$ cat src/rtl/pi_pkg.sv
package pi_pkg;

   typedef enum logic [2:0] {
      REG_KP   = 3'd0,
      REG_KI   = 3'd1,
      REG_OFS  = 3'd2,
      REG_ISAT = 3'd3,
      REG_OSAT = 3'd4,
      REG_THR  = 3'd5,
      REG_MUL  = 3'd6,
      REG_MON  = 3'd7
   } pi_reg_e;

   localparam int KI_SHIFT_LSB = 16;

   // symmetric clamp of a wide signed value to +/-lim
   function automatic logic signed [63:0] clamp_sym(input logic signed [63:0] v,
                                                    input logic signed [63:0] lim);
      if (v > lim)       return lim;
      else if (v < -lim) return -lim;
      else               return v;
   endfunction

endpackage

$ cat src/rtl/pi_sample_poller.sv
module pi_sample_poller #(
   parameter int NPORT  = 4,
   parameter int IN_W   = 16,
   localparam int PIDX_W = $clog2(NPORT)
) (
   input  logic                     clk,
   input  logic                     rst,
   input  logic [NPORT-1:0]         smp_valid,
   input  logic [NPORT*IN_W-1:0]    smp_phase,
   output logic                     fire,
   output logic [PIDX_W-1:0]        fire_port,
   output logic signed [IN_W-1:0]   fire_sample
);

   logic [PIDX_W-1:0]        ptr_q;
   logic [NPORT-1:0]         pend_q;
   logic signed [IN_W-1:0]   hold_q [NPORT];

   always_ff @(posedge clk) begin
      if (rst)                                   ptr_q <= '0;
      else if (ptr_q == PIDX_W'(NPORT - 1))      ptr_q <= '0;
      else                                       ptr_q <= ptr_q + 1'b1;
   end

   for (genvar p = 0; p < NPORT; p++) begin : g_port
      always_ff @(posedge clk) begin
         if (rst) begin
            pend_q[p] <= 1'b0;
            hold_q[p] <= '0;
         end else if (smp_valid[p]) begin
            pend_q[p] <= 1'b1;
            hold_q[p] <= smp_phase[p*IN_W +: IN_W];
         end else if (ptr_q == PIDX_W'(p)) begin
            pend_q[p] <= 1'b0;
         end
      end

      // a fresh sample is never lost to a simultaneous poll
      a_r9_capture_wins: assert property (@(posedge clk) disable iff (rst)
         smp_valid[p] |=> pend_q[p]);
   end

   assign fire        = pend_q[ptr_q];
   assign fire_port   = ptr_q;
   assign fire_sample = hold_q[ptr_q];

   // pointer walks the ports cyclically
   a_r1_poll_advance: assert property (@(posedge clk) disable iff (rst)
      1'b1 |=> ptr_q == (($past(ptr_q) == PIDX_W'(NPORT - 1)) ? '0 : $past(ptr_q) + 1'b1));

endmodule

$ cat src/rtl/pi_datapath.sv
module pi_datapath
   import pi_pkg::*;
#(
   parameter int IN_W      = 16,
   parameter int ACC_W     = 32,
   parameter int OUT_W     = 24,
   parameter int KP_W      = 16,
   parameter int KI_W      = 16,
   parameter int KS_W      = 5,
   parameter int MUL_W     = 8,
   parameter bit PULLIN_EN = 1'b1,
   localparam int X_W      = IN_W + 1
) (
   input  logic signed [IN_W-1:0]  sample,
   input  logic signed [ACC_W-1:0] acc_old,
   input  logic signed [KP_W-1:0]  kp,
   input  logic [KI_W-1:0]         ki_m,
   input  logic [KS_W-1:0]         ki_s,
   input  logic signed [IN_W-1:0]  offset,
   input  logic [ACC_W-1:0]        isat,
   input  logic [OUT_W-1:0]        osat,
   input  logic [IN_W-1:0]         thr,
   input  logic [MUL_W-1:0]        mult,
   output logic signed [X_W-1:0]   x,
   output logic signed [ACC_W-1:0] acc_new,
   output logic signed [OUT_W-1:0] y
);

   localparam logic signed [63:0] ACC_MAX = (64'sd1 <<< (ACC_W - 1)) - 64'sd1;
   localparam logic signed [63:0] OUT_MAX = (64'sd1 <<< (OUT_W - 1)) - 64'sd1;

   logic signed [63:0] x64, mag64, step64, acc64, kit64, y64, ilim, olim;

   always_comb begin
      x64   = 64'(sample) + 64'(offset);
      mag64 = (x64 < 0) ? -x64 : x64;
      ilim  = ($signed(64'(isat)) > ACC_MAX) ? ACC_MAX : $signed(64'(isat));
      olim  = ($signed(64'(osat)) > OUT_MAX) ? OUT_MAX : $signed(64'(osat));
   end

   if (PULLIN_EN) begin : g_pullin
      always_comb
         step64 = (mag64 > $signed(64'(thr))) ? x64 * $signed(64'(mult)) : x64;
   end else begin : g_plain
      always_comb step64 = x64;
   end

   always_comb begin
      acc64 = clamp_sym(64'(acc_old) + step64, ilim);
      kit64 = (acc64 * $signed(64'(ki_m))) >>> ki_s;
      y64   = clamp_sym(x64 * 64'(kp) + kit64, olim);
   end

   assign x       = x64[X_W-1:0];
   assign acc_new = acc64[ACC_W-1:0];
   assign y       = y64[OUT_W-1:0];

endmodule

$ cat src/rtl/pi_integ_bank.sv
module pi_integ_bank #(
   parameter int NPORT  = 4,
   parameter int ACC_W  = 32,
   localparam int PIDX_W = $clog2(NPORT)
) (
   input  logic                     clk,
   input  logic                     rst,
   input  logic [PIDX_W-1:0]        port,
   output logic signed [ACC_W-1:0]  acc_rd,
   input  logic                     wr_en,
   input  logic signed [ACC_W-1:0]  acc_wr
);

   logic signed [ACC_W-1:0] integ_q [NPORT];

   for (genvar p = 0; p < NPORT; p++) begin : g_acc
      always_ff @(posedge clk) begin
         if (rst)                                 integ_q[p] <= '0;
         else if (wr_en && port == PIDX_W'(p))    integ_q[p] <= acc_wr;
      end
   end

   assign acc_rd = integ_q[port];

endmodule

$ cat src/rtl/pi_loop_filter.sv
module pi_loop_filter
   import pi_pkg::*;
#(
   parameter int NPORT     = 4,
   parameter int IN_W      = 16,
   parameter int ACC_W     = 32,
   parameter int OUT_W     = 24,
   parameter int KP_W      = 16,
   parameter int KI_W      = 16,
   parameter int KS_W      = 5,
   parameter int MUL_W     = 8,
   parameter bit PULLIN_EN = 1'b1,
   localparam int PIDX_W   = $clog2(NPORT),
   localparam int X_W      = IN_W + 1
) (
   input  logic                     clk,
   input  logic                     rst,
   input  logic [NPORT-1:0]         smp_valid,
   input  logic [NPORT*IN_W-1:0]    smp_phase,
   input  logic                     cfg_wr,
   input  logic [2:0]               cfg_addr,
   input  logic [ACC_W-1:0]         cfg_wdata,
   output logic                     out_valid,
   output logic [PIDX_W-1:0]        out_port,
   output logic signed [OUT_W-1:0]  out_data,
   output logic signed [X_W-1:0]    mon_x,
   output logic signed [ACC_W-1:0]  mon_acc,
   output logic signed [OUT_W-1:0]  mon_y
);

   if (NPORT < 2)                                  begin : g_bad_np  $error("NPORT must be at least 2"); end
   if (KI_W > KI_SHIFT_LSB)                        begin : g_bad_ki  $error("KI_W exceeds shift field position"); end
   if (KI_SHIFT_LSB + KS_W > ACC_W)                begin : g_bad_ks  $error("shift field beyond write data"); end
   if (KP_W > ACC_W || IN_W >= ACC_W || OUT_W > ACC_W || MUL_W > ACC_W)
                                                   begin : g_bad_w   $error("field wider than write data"); end
   if (ACC_W + KI_W + 2 > 63 || X_W + KP_W + 2 > 63 || X_W + MUL_W + 2 > 63)
                                                   begin : g_bad_dp  $error("datapath exceeds 64-bit arithmetic"); end

   // configuration registers
   logic signed [KP_W-1:0]  kp_q;
   logic [KI_W-1:0]         kim_q;
   logic [KS_W-1:0]         kis_q;
   logic signed [IN_W-1:0]  ofs_q;
   logic [ACC_W-1:0]        isat_q;
   logic [OUT_W-1:0]        osat_q;
   logic [IN_W-1:0]         thr_q;
   logic [MUL_W-1:0]        mul_q;
   logic [PIDX_W-1:0]       mon_sel_q;

   always_ff @(posedge clk) begin
      if (rst) begin
         kp_q      <= KP_W'(1);
         kim_q     <= '0;
         kis_q     <= '0;
         ofs_q     <= '0;
         isat_q    <= '1;
         osat_q    <= '1;
         thr_q     <= '1;
         mul_q     <= MUL_W'(1);
         mon_sel_q <= '0;
      end else if (cfg_wr) begin
         case (pi_reg_e'(cfg_addr))
            REG_KP:   kp_q      <= cfg_wdata[KP_W-1:0];
            REG_KI: begin
                      kim_q     <= cfg_wdata[KI_W-1:0];
                      kis_q     <= cfg_wdata[KI_SHIFT_LSB +: KS_W];
            end
            REG_OFS:  ofs_q     <= cfg_wdata[IN_W-1:0];
            REG_ISAT: isat_q    <= cfg_wdata;
            REG_OSAT: osat_q    <= cfg_wdata[OUT_W-1:0];
            REG_THR:  thr_q     <= cfg_wdata[IN_W-1:0];
            REG_MUL:  mul_q     <= cfg_wdata[MUL_W-1:0];
            REG_MON:  mon_sel_q <= cfg_wdata[PIDX_W-1:0];
            default:  ;
         endcase
      end
   end

   logic                     fire;
   logic [PIDX_W-1:0]        fire_port;
   logic signed [IN_W-1:0]   fire_sample;
   logic signed [ACC_W-1:0]  acc_old, acc_new;
   logic signed [X_W-1:0]    x_c;
   logic signed [OUT_W-1:0]  y_c;

   pi_sample_poller #(.NPORT(NPORT), .IN_W(IN_W)) u_poll (
      .clk(clk), .rst(rst), .smp_valid(smp_valid), .smp_phase(smp_phase),
      .fire(fire), .fire_port(fire_port), .fire_sample(fire_sample));

   pi_integ_bank #(.NPORT(NPORT), .ACC_W(ACC_W)) u_bank (
      .clk(clk), .rst(rst), .port(fire_port), .acc_rd(acc_old),
      .wr_en(fire), .acc_wr(acc_new));

   pi_datapath #(.IN_W(IN_W), .ACC_W(ACC_W), .OUT_W(OUT_W), .KP_W(KP_W), .KI_W(KI_W),
                 .KS_W(KS_W), .MUL_W(MUL_W), .PULLIN_EN(PULLIN_EN)) u_dp (
      .sample(fire_sample), .acc_old(acc_old), .kp(kp_q), .ki_m(kim_q), .ki_s(kis_q),
      .offset(ofs_q), .isat(isat_q), .osat(osat_q), .thr(thr_q), .mult(mul_q),
      .x(x_c), .acc_new(acc_new), .y(y_c));

   always_ff @(posedge clk) begin
      if (rst) begin
         out_valid <= 1'b0;
         out_port  <= '0;
         out_data  <= '0;
         mon_x     <= '0;
         mon_acc   <= '0;
         mon_y     <= '0;
      end else begin
         out_valid <= fire;
         if (fire) begin
            out_port <= fire_port;
            out_data <= y_c;
            if (fire_port == mon_sel_q) begin
               mon_x   <= x_c;
               mon_acc <= acc_new;
               mon_y   <= y_c;
            end
         end
      end
   end

   // without a result the control value does not move
   a_r6_hold_idle: assert property (@(posedge clk) disable iff (rst)
      !out_valid |-> $stable(out_data));

   // a result never exceeds the output limit in force when it was formed
   a_r5_out_bounded: assert property (@(posedge clk) disable iff (rst)
      out_valid |-> (longint'(out_data) <= longint'($past(osat_q)) &&
                     longint'(out_data) >= -longint'($past(osat_q))));

   // the monitor follows the selected port's result
   a_r8_monitor_tracks: assert property (@(posedge clk) disable iff (rst)
      (out_valid && out_port == $past(mon_sel_q)) |-> mon_y == out_data);

endmodule

$ cat config.mk
export PLATFORM = sky130hd
export DESIGN_NAME = pi_loop_filter
export DESIGN_NICKNAME = d
export VERILOG_FILES = /design/src/rtl/pi_pkg.sv /design/src/rtl/pi_sample_poller.sv /design/src/rtl/pi_datapath.sv /design/src/rtl/pi_integ_bank.sv /design/src/rtl/pi_loop_filter.sv
export SDC_FILE = /design/constraint.sdc
export NUM_CORES = 2
export LEC_CHECK = 0
export BUFFER_PORTS_ARGS = -buffer_cell sky130_fd_sc_hd__buf_4
export CAP_MARGIN = 15
export CORE_MARGIN = 2
export CORE_UTILIZATION = 60
export CTS_BUF_LIST = sky130_fd_sc_hd__clkbuf_8 sky130_fd_sc_hd__clkbuf_16
export CTS_CLUSTER_DIAMETER = 100
export DETAILED_ROUTE_END_ITERATION = 7
export PLACE_DENSITY = 0.77
export REMOVE_ABC_BUFFERS = 1
export SLEW_MARGIN = 30
export SYNTH_ARGS = -nofsm -noshare
export SYNTH_HDL_FRONTEND = slang
export SYNTH_SLANG_ARGS = --single-unit
$ cat constraint.sdc
create_clock -name clk -period 35.8 [get_ports clk]
set_input_delay 7.16 -clock clk [delete_from_list [all_inputs] [get_ports clk]]
set_output_delay 7.16 -clock clk [all_outputs]
set_load 0.005 [all_outputs]
==> impl_metrics.json <==
{
  "status": "complete, no violations",
  "multi_input_area_um2": 59200,
  "antenna_left": 0,
  "port-buffer-count": 205,
  "startpoint_type": "register",
  "fin_area_um2": 81200,
  "cp-startpoint": "u_poll.fire_port[0]",
  "setup_tns_ps": 0,
  "synth_edf_count": 192,
  "async_reset_ff_frac": 0,
  "p_leak_nw": 36.5,
  "syn_inst": 8825,
  "via_per_inst": 6.08,
  "hold_class": "reg -> reg",
  "cts.sinks": 433,
  "fmax_ghz": 0.0323,
  "layout_setup_ws_ps": 4800,
  "finalMaxSlewViolations": 0,
  "ys_top_cells_by_count": "1,412 x inv_1, 1,208 x nand2_1, 1,140 x fa_1",
  "synth_most_common_cell": "inv_1",
  "synth_compound_area_frac": 0.112,
  "yosys-top-cells-area": "fa_1 30%, ha_1 9.7%, edfxtp_1 7.5%, inv_1 6.9%, dfxtp_1 6.3%",
  "die_h_um": 362,
  "synth_top_area_cell": "fa_1",
  "ys_ff_latch": 433,
  "initial_core_util": 0.603,
  "hp-start": "mon_x[5]",
  "core-area_um2": 127000,
  "cts.reportedPaths.clkPinSlew_ps": 60,
  "drtIter0Drc": 5985,
  "powerDensity_nw_per_um2": 63.9,
  "synth_seq_area_share": 0.138,
  "cts.repair.resized": 0,
  "post-place-ws_ps": 5580,
  "required_ps": 36330,
  "placed_cell_area_um2": 79500,
  "synth_simple_gate_area_share": 0.184,
  "finalHoldViolations": 0,
  "antenna_found_initial": 13,
  "critPathCaptureType": "register",
  "layout-drive-gt1-share": 0.0755,
  "worstPathArrival_ps": 31530,
  "period_share": 0.866,
  "reg2reg_from": "u_poll.fire_port[0]",
  "rows": 131,
  "relSlewSlack": 0.302,
  "fill_cells": 10600,
  "slowest_stage": "o22ai_2",
  "ir_drop_mv": 0.0814,
  "syn_area_um2": 76700,
  "cts_hold_buf": 0,
  "layout-area-overhead-vs-synth_pct": 5.84,
  "critPathMaxStageDelay_ps": 750,
  "synth_fa_ha_area_frac": 0.395,
  "drc_errors": 0,
  "hpwl_um": 172000,
  "drv_cap": 0,
  "die_w_um": 362,
  "avgRoutedWirePerCell_um": 22.0,
  "timing.hold.ws_ps": 454,
  "synth_xor_area_frac": 0.0340,
  "num_io_pins": 206,
  "worstPathMaxFanout": 63,
  "first_pass_iters": 8,
  "synth_mux_area_frac": 0.0424,
  "dieArea_um2": 131000,
  "crit_path_frequent_cell": "fa_1",
  "gp_congestion": 0.976,
  "root_buffer": "clkbuf_16",
  "fin_skew_ps": 58.7,
  "grt_pass1_wl_um": 362000,
  "routed_wl_um": 228000,
  "regArea_um2": 10600,
  "yosysWarnings": 0,
  "grt_max_degree": 94,
  "ys.flop_type": "dfxtp_1",
  "tightest_slew_ps": 1050,
  "h-tree-depth": 2,
  "grt_pass1_vias": 65100,
  "crit_type": "reg -> reg",
  "grt_overflow": 0,
  "avgSynthCellArea_um2": 8.69,
  "synth_top_family_by_area": "adder cells",
  "setup_viol": 0,
  "num_vias": 63200,
  "postCtsSetupBuffers": 0,
  "synth_top_area_frac": 0.298,
  "rsz0062_at_grt": "no",
  "cts_buffer_depth": 3,
  "insertion_delay_ps": 660,
  "cts_buffers": 48,
  "min_period_ps": 31000,
  "tritoncts": "done",
  "final_nets": 10500,
  "grtUsageTotal": 0.353,
  "synth_cell_type_count": 106
}
cell type report:
cell class,count,area share
antenna,3,0.0000925
clock buffer,50,0.0151
clock inverter,40,0.00469
inverter,1418,0.0656
multi-input combinational,6478,0.729
sequential,433,0.131
tap,1662,0.0256
timing repair buffer,311,0.0290
worst paths after layout:
| path | slack [ps] | depth (start not counted) | endpoint |
|---|---|---|---|
| setup / recovery | 4800 | 105 | mon_y[21] |
| hold / removal | 450 | 2 | mon_x[5] |
| setup reg to reg | 4800 | 105 | mon_y[21] |
| hold reg to reg | 450 | 2 | mon_x[5] |
flip-flops by register name, indices dropped and copies added, names as in the netlist:
register	flops
out_port	2
thr_q	16
mon_sel_q	2
mul_q	8
u_poll.fire_port	2
u_poll.pend_q	4
kp_q	16
u_poll.hold_q	64
kim_q	16
out_data	24
mon_acc	32
mon_y	24
osat_q	24
isat_q	32
mon_x	17
ofs_q	16
u_bank.integ_q	128
kis_q	5
out_valid	1
per-layer routing:
layer | track usage | vias to the layer above | wire [um]
li1 | - | 28200 | -
met1 | 0.456 | 31200 | 87000
met2 | 0.581 | 3118 | 107000
met3 | 0.0661 | 737 | 22000
met4 | 0.159 | 22 | 11800
met5 | 0 | - | 143
stage by stage:
step	util	instances	total power [mW]
2_1_floorplan	-	8329	3.24
3_3_place_gp	0.625	10300	4.48
3_5_place_dp	0.625	10300	4.56
4_1_cts	0.638	10400	5.09
5_1_grt	0.638	10400	5.58
6_report	0.638	10400	5.18
critical path, delay by kind of cell, from the launching register on:
kind	cells	cell delay, ps
buffers and inverters	12	2500
xor gates and xnor gates	4	970
and+or+nand+nor	16	3590
AOI/OAI and AO/OA	48	12880
DFF	1	590
adders and majority gates	18	8200
muxes	7	2050
cells in the final DEF, fill, tap and decap left out, drive strengths merged, types with 33 or more instances in the layout:
cell type  instances
buf              310
o22ai             33
nor3             144
nand2           1210
and2             529
o21bai            64
mux4              63
a211o             39
nand4             52
a21o             123
mux2              42
clkbuf            51
nand2b            63
nor4              33
o21ai            209
dfxtp            241
a31oi             38
inv             1431
mux2i            136
ha               596
a21oi            459
nand3b            55
fa              1140
xnor2            211
a211oi            73
or2               33
xor2              82
nor2b            161
nand3             80
o21a              51
a2111oi           44
nor2             370
and3              80
edfxtp           192
kinds of logic after synthesis:
family / count (synthesis)
AND/OR/NAND/NOR: 2887
buffers and inverters: 1917
adder cells (fa/ha/maj): 1738
AO/OA/AOI/OAI: 1314
flip-flops: 433
XOR/XNOR: 294
multiplexers: 241
other: 1
report_power, final:
group	internal, mW	total, mW	switching [mW]
Clock	0.282	0.516	0.234
Combinational	1.39	4.05	2.66
Sequential	0.580	0.619	0.0382
Total	2.25	5.18	2.93
Power figures use the tool's default switching activity.
